==> src/rtl/pwr_ctl_pkg.sv <==
package pwr_ctl_pkg;
  localparam int DW       = 8;
  localparam int AW       = 8;
  localparam int AUX_N    = 4;
  localparam int CODE_W   = 4;
  localparam int RATIO_W  = CODE_W + 1;
  localparam int VREG_BIT = 5;

  localparam logic [AW-1:0] ADDR_PWR1 = 8'h04;
  localparam logic [AW-1:0] ADDR_PWR2 = 8'h05;
  localparam logic [AW-1:0] ADDR_CLK  = 8'h06;

  localparam logic [CODE_W-1:0] CODE_BAD = 4'b0001;

  typedef struct packed {
    logic [AUX_N-1:0] aux;
    logic             lna;
    logic             keep;
    logic             srst;
    logic             vbias;
  } pwr2_t;
endpackage

==> src/rtl/wr_decode.sv <==
module wr_decode
  import pwr_ctl_pkg::*;
(
  input  logic          we,
  input  logic [AW-1:0] addr,
  output logic          sel_p1,
  output logic          sel_p2,
  output logic          sel_ck
);
  always_comb begin
    sel_p1 = we && (addr == ADDR_PWR1);
    sel_p2 = we && (addr == ADDR_PWR2);
    sel_ck = we && (addr == ADDR_CLK);
  end
endmodule

==> src/rtl/pwr_reg_file.sv <==
module pwr_reg_file
  import pwr_ctl_pkg::*;
(
  input  logic          clk,
  input  logic          rst,
  input  logic          sel_p1,
  input  logic          sel_p2,
  input  logic [DW-1:0] wdata,
  output logic [DW-1:0] p1_q,
  output pwr2_t         p2_q,
  output logic          keep_pls,
  output logic          clr_pls
);
  localparam logic [DW-1:0] P1_KEEP = DW'(1) << VREG_BIT;

  pwr2_t wr_p2;
  logic  srst_req;

  always_comb begin
    wr_p2    = pwr2_t'(wdata);
    srst_req = sel_p2 && wr_p2.srst;
  end

  always_ff @(posedge clk) begin
    if (rst) begin
      p1_q     <= '0;
      p2_q     <= '0;
      keep_pls <= 1'b0;
      clr_pls  <= 1'b0;
    end else begin
      keep_pls <= srst_req && p2_q.keep;
      clr_pls  <= srst_req && !p2_q.keep;
      if (srst_req) begin
        p2_q.aux  <= '0;
        p2_q.lna  <= 1'b0;
        p2_q.srst <= 1'b1;
        p1_q      <= p1_q & P1_KEEP;
      end else begin
        if (sel_p2) begin
          p2_q.keep  <= wr_p2.keep;
          p2_q.vbias <= wr_p2.vbias;
          p2_q.srst  <= 1'b0;
          if (!p2_q.srst) begin
            p2_q.aux <= wr_p2.aux;
            p2_q.lna <= wr_p2.lna;
          end
        end
        if (sel_p1) begin
          if (p2_q.srst) p1_q <= wdata & P1_KEEP;
          else           p1_q <= wdata;
        end
      end
    end
  end


  enables_off_in_reset_chk: assert property (@(posedge clk) disable iff (rst)
    p2_q.srst |-> (p2_q.aux == '0 && !p2_q.lna));


  strobe_exclusive_chk: assert property (@(posedge clk) disable iff (rst)
    !(keep_pls && clr_pls));


  protected_bits_kept_chk: assert property (@(posedge clk) disable iff (rst)
    srst_req |=> ($stable(p2_q.keep) && $stable(p2_q.vbias) && $stable(p1_q[VREG_BIT])));
endmodule

==> src/rtl/clk_ctl_reg.sv <==
module clk_ctl_reg
  import pwr_ctl_pkg::*;
(
  input  logic              clk,
  input  logic              rst,
  input  logic              sel,
  input  logic [DW-1:0]     wdata,
  output logic [CODE_W-1:0] mult_q,
  output logic [CODE_W-1:0] div_q,
  output logic              err_q
);
  logic [CODE_W-1:0] w_mult;
  logic [CODE_W-1:0] w_div;
  logic              bad;

  always_comb begin
    w_mult = wdata[2*CODE_W-1:CODE_W];
    w_div  = wdata[CODE_W-1:0];
    bad    = (w_mult == CODE_BAD) || (w_div == CODE_BAD);
  end

  always_ff @(posedge clk) begin
    if (rst) begin
      mult_q <= '0;
      div_q  <= '0;
      err_q  <= 1'b0;
    end else if (sel) begin
      if (bad) begin
        err_q <= 1'b1;
      end else begin
        mult_q <= w_mult;
        div_q  <= w_div;
        err_q  <= 1'b0;
      end
    end
  end


  no_bad_code_chk: assert property (@(posedge clk) disable iff (rst)
    (mult_q != CODE_BAD) && (div_q != CODE_BAD));


  bad_write_holds_chk: assert property (@(posedge clk) disable iff (rst)
    (sel && bad) |=> ($stable(mult_q) && $stable(div_q) && err_q));
endmodule

==> src/rtl/pwr_ctl_bank.sv <==
module pwr_ctl_bank
  import pwr_ctl_pkg::*;
(
  input  logic               clk,
  input  logic               rst,
  input  logic               wr_en,
  input  logic [AW-1:0]      wr_addr,
  input  logic [DW-1:0]      wr_data,
  output logic [AUX_N-1:0]   aux_en,
  output logic               lna_on,
  output logic               keep_cfg,
  output logic               vbias_en,
  output logic               soft_rst,
  output logic [DW-1:0]      pwr1_q,
  output logic [CODE_W-1:0]  ref_div_code,
  output logic [CODE_W-1:0]  mult_code,
  output logic [RATIO_W-1:0] ref_div_ratio,
  output logic [RATIO_W-1:0] mult_ratio,
  output logic               clk_code_err,
  output logic               spec_keep_pulse,
  output logic               spec_clear_pulse
);
  logic  sel_p1, sel_p2, sel_ck;
  pwr2_t p2;
  logic [CODE_W-1:0]  codes  [2];
  logic [RATIO_W-1:0] ratios [2];

  wr_decode u_dec (
    .we(wr_en), .addr(wr_addr),
    .sel_p1(sel_p1), .sel_p2(sel_p2), .sel_ck(sel_ck)
  );

  pwr_reg_file u_pwr (
    .clk(clk), .rst(rst), .sel_p1(sel_p1), .sel_p2(sel_p2), .wdata(wr_data),
    .p1_q(pwr1_q), .p2_q(p2), .keep_pls(spec_keep_pulse), .clr_pls(spec_clear_pulse)
  );

  clk_ctl_reg u_clk (
    .clk(clk), .rst(rst), .sel(sel_ck), .wdata(wr_data),
    .mult_q(mult_code), .div_q(ref_div_code), .err_q(clk_code_err)
  );

  always_comb begin
    codes[0] = ref_div_code;
    codes[1] = mult_code;
  end

  for (genvar g = 0; g < 2; g++) begin : g_ratio
    always_comb begin
      if (codes[g] == '0) ratios[g] = RATIO_W'(1) << CODE_W;
      else                ratios[g] = RATIO_W'(codes[g]);
    end
  end

  always_comb begin
    aux_en        = p2.aux;
    lna_on        = p2.lna;
    keep_cfg      = p2.keep;
    vbias_en      = p2.vbias;
    soft_rst      = p2.srst;
    ref_div_ratio = ratios[0];
    mult_ratio    = ratios[1];
  end


  ratio_range_chk: assert property (@(posedge clk) disable iff (rst)
    (ref_div_ratio >= 2) && (ref_div_ratio <= 16) && (mult_ratio >= 2) && (mult_ratio <= 16));


  strobe_cause_chk: assert property (@(posedge clk) disable iff (rst)
    (spec_keep_pulse || spec_clear_pulse) |-> $past(wr_en && wr_addr == ADDR_PWR2 && wr_data[1]));


  unmapped_quiet_chk: assert property (@(posedge clk) disable iff (rst)
    (wr_en && wr_addr != ADDR_PWR1 && wr_addr != ADDR_PWR2 && wr_addr != ADDR_CLK)
      |=> ($stable(pwr1_q) && $stable(aux_en) && $stable(mult_code) && $stable(ref_div_code)));
endmodule

==> config.mk <==
export PLATFORM = sky130hd
export DESIGN_NAME = pwr_ctl_bank
export DESIGN_NICKNAME = d
export VERILOG_FILES = /design/src/rtl/pwr_ctl_pkg.sv /design/src/rtl/wr_decode.sv /design/src/rtl/pwr_reg_file.sv /design/src/rtl/clk_ctl_reg.sv /design/src/rtl/pwr_ctl_bank.sv
export SDC_FILE = /design/constraint.sdc
export NUM_CORES = 1
export LEC_CHECK = 0
export CAP_MARGIN = 0
export CORE_MARGIN = 2
export CORE_UTILIZATION = 55
export CTS_CLUSTER_SIZE = 12
export DETAILED_ROUTE_END_ITERATION = 12
export DONT_BUFFER_PORTS = 1
export GPL_TIMING_DRIVEN = 0
export HOLD_SLACK_MARGIN = 0.05
export PLACE_DENSITY = 0.7
export REMOVE_ABC_BUFFERS = 1
export SYNTH_ARGS = -nofsm -noshare
export SYNTH_HDL_FRONTEND = slang
export SYNTH_HIERARCHICAL = 1
export SYNTH_SLANG_ARGS = --single-unit
export TNS_END_PERCENT = 30
==> constraint.sdc <==
create_clock -name clk -period 2.6 [get_ports clk]
set_clock_uncertainty 0.2 [all_clocks]
set_input_delay 0.52 -clock clk [delete_from_list [all_inputs] [get_ports clk]]
set_output_delay 0.52 -clock clk [all_outputs]
set_load 0.01 [all_outputs]
==> results.tsv <==
metric	value	unit
gr usage total	20.28	%
hold path start	rst	
main area contributors after synthesis	dfxtp_1 46%, mux2i_1 10%, nand2_1 4.1%	
Final setup viols	0	
Root Driver	clkbuf_4	
Final Hold Viols	0	
Hold Slack	0.07054	ns
final worst slack	0.1427	ns
crit path kind	primary input to flop	
sequential cell area fraction in the yosys report	45.91	%
Hold Path Class	primary input to flop	
total CTS buffers	3	
pre-CTS setup slack	-0.6756	ns
main flop type after synthesis	dfxtp_1	
crit path buf inv count	0	
power density cells	506.0	nW/um^2
CP Cell Sequence	or4b_4, nor4_1, nor3b_2, o32ai_1	
drt pass-1 iters	4	
pin count of the biggest net entering global routing	16	
Sink Count	27	
area of the multi-input gates	573.1	um^2
Total Routed Length	2471	um
run status	finished clean	
Switch Pwr	133.5	uW
area leader, netlist	dfxtp_1	
worst-margin pin slew	0.6991	ns
Async S/R FF share, synth	0	%
startpoint types	primary input	
RSZ-0062 raised after global routing	no	
top cells by count, synth	27 x dfxtp_1, 13 x nand2_1, 12 x mux2i_1, 12 x nor2_1, 9 x clkbuf_1	
DRC viols	0	
Die ar.	2527	um^2
Row Count	16	
share of cells above drive strength 1	14.41	%
initial antenna violation count	0	
count leader, synth	dfxtp_1	
Worst Path Max Fanout	9	
Post-Syn Instances	124	
placed inst area	1145	um^2
EDFF count, synth	0	
synth warn	6	
period utilization	94.51	%
CTS tree	done	
Int Power	481.9	uW
H-tree levels	1	
Starting DRT DRC Count	8	
Max-Cap Viols	0	
first-pass GRT wire length	3939	um
share of the synthesized area in the top cell type	45.91	%
fin crit period	2.457	ns
Crit. End Element	flop	
Final Max Tran Viols	0	
setup TNS	0	ns
worst stage delay on the critical path	0.68	ns
post-route ant nets	0	
Synth Register Bits	27	
Nets	138	
vias in the first global route	853	
Core Box Area	1982	um^2
Max rail drop VDD	267.0	uV
combinational power share	3.5	%
total leakage power	0.0004061	uW
WP data required	2.57	ns
worst-skew pair later-pin latency	0.31	ns
sequential fraction of design power	67.5	%
clk buf depth	2	
Slew headroom	53.19	%
CP max-delay cell	nor3b_2	
Cell variety after synth	28	
FF/Latch Area	540.5	um^2
Worst path top cell family by delay	simple AND/OR/NAND/NOR gates	
Die X	50.27	um
GPL Wtd Cong	0.6877	
Die Y	50.27	um
setup bufs post-CTS	0	
fillcell total	166	
Max Fclk	407.0	MHz
Clock Pin Slew Worst Setup and Hold Paths	0.15	ns
io pins	56	
DR vias/cell	5.800	
Mapped Area	1177	um^2
Layout area overhead	3.295	%
Syn Area/Cell	9.495	um^2
final instance area	1216	um^2
worst r2r src	u_pwr/p2_q[1]	
Switching Fraction	21.69	%
n_diodes	0	
PortBufs	0	
Critical Path AT	2.43	ns
via count	841	
initial core utilization	59.41	%
Crit. Startpoint	wr_addr[4]	
DP HPWL	1761	um
grt total ovfl	0	
clock network fraction of total power	29.0	%
routed len/inst	17.04	um
placed cells by master, fill, tap and decap left out, types with 2 or more instances in the layout:
cell and instances:
dfxtp_1 27, nand2_1 13, mux2i_1 12, nor4_2 2
a21oi_2 2, nor3_1 2, nor2_1 12, nand3b_1 4
inv_1 3, nand2b_1 5, nor4b_2 2, o32ai_1 2
nor2b_1 5, dlygate4sd3_1 3, clkbuf_4 3, a21oi_1 7
timing repair:
action | 4_1_cts | 5_1_grt
setup endpoints to repair | 9 | 2
endpoints found under the hold margin | 4 | 1
hold buffers | 2 | 1
gates cloned | 0 | 0
gates resized for setup | 1 | 1
metal layers:
metal / wire length (um) / global-route usage, % / vias to the layer above / part of all wire, %
li1: - / - / 406 / -
met1: 1048 / 22.35 / 395 / 42
met2: 1152 / 35.31 / 38 / 47
met3: 256 / 9.524 / 2 / 10
met4: 13 / 4.167 / 0 / 0.53
met5: 0 / 0 / - / 0
kinds of logic (layout without fill, tap and decap cells):
group,Yosys count,in the layout,share of synthesized area (%)
compound gates,13,13,7.758
buf+inv,16,10,7.119
flops,27,27,45.91
mux,12,12,10.20
simple gates,56,56,29.01
power by group through the flow:
stage          Clock (uW)  Sequential (uW)  Combinational [uW]
5_1_grt               201              415                23.9
2_1_floorplan           0              424                13.4
6_report              179              415                21.7
3_5_place_dp            0              424                16.2
4_1_cts               183              415                20.0
3_3_place_gp            0              424                15.5
path summary, 6_finish.rpt:
kind               endpoint  slack (ns)  cells after the start
max          u_clk/div_q[2]        0.14                      4
min          u_pwr/keep_pls        0.07                      1
max reg2reg   u_pwr/p2_q[5]        1.24                      3
min reg2reg   u_pwr/p1_q[4]        0.33                      2
flip-flops by register name (all words and copies together) (netlist names):
signal          count
u_clk/mult_q        4
u_pwr/clr_pls       1
u_pwr/p2_q          8
u_pwr/p1_q          8
u_clk/err_q         1
u_pwr/keep_pls      1
u_clk/div_q         4
per-stage QoR:
step / cells / power [uW] / util [%]
2_1_floorplan: 111 / 437.4 / -
6_report: 145 / 615.4 / 61.36
3_3_place_gp: 138 / 439.5 / 57.45
4_1_cts: 144 / 618.3 / 60.42
5_1_grt: 145 / 640.4 / 61.36
3_5_place_dp: 138 / 440.3 / 57.77
final cells by class:
| cell class | count | area share (%) |
|---|---|---|
| well taps | 27 | 2.778 |
| clock buffers | 3 | 1.852 |
| inverters | 3 | 0.9259 |
| flip-flops and latches | 27 | 44.44 |
| repair buffers | 3 | 2.469 |
| clock inverters | 1 | 0.4115 |
| multi-input cells | 81 | 47.12 |
worst register-to-register path, cell delays in order (launching register included):
cell     delay [ns]
dfxtp_1        0.43
nor2b_2        0.34
mux2i_1        0.25
nor2_1         0.05
Note: power is estimated with default switching activity, not from simulation.
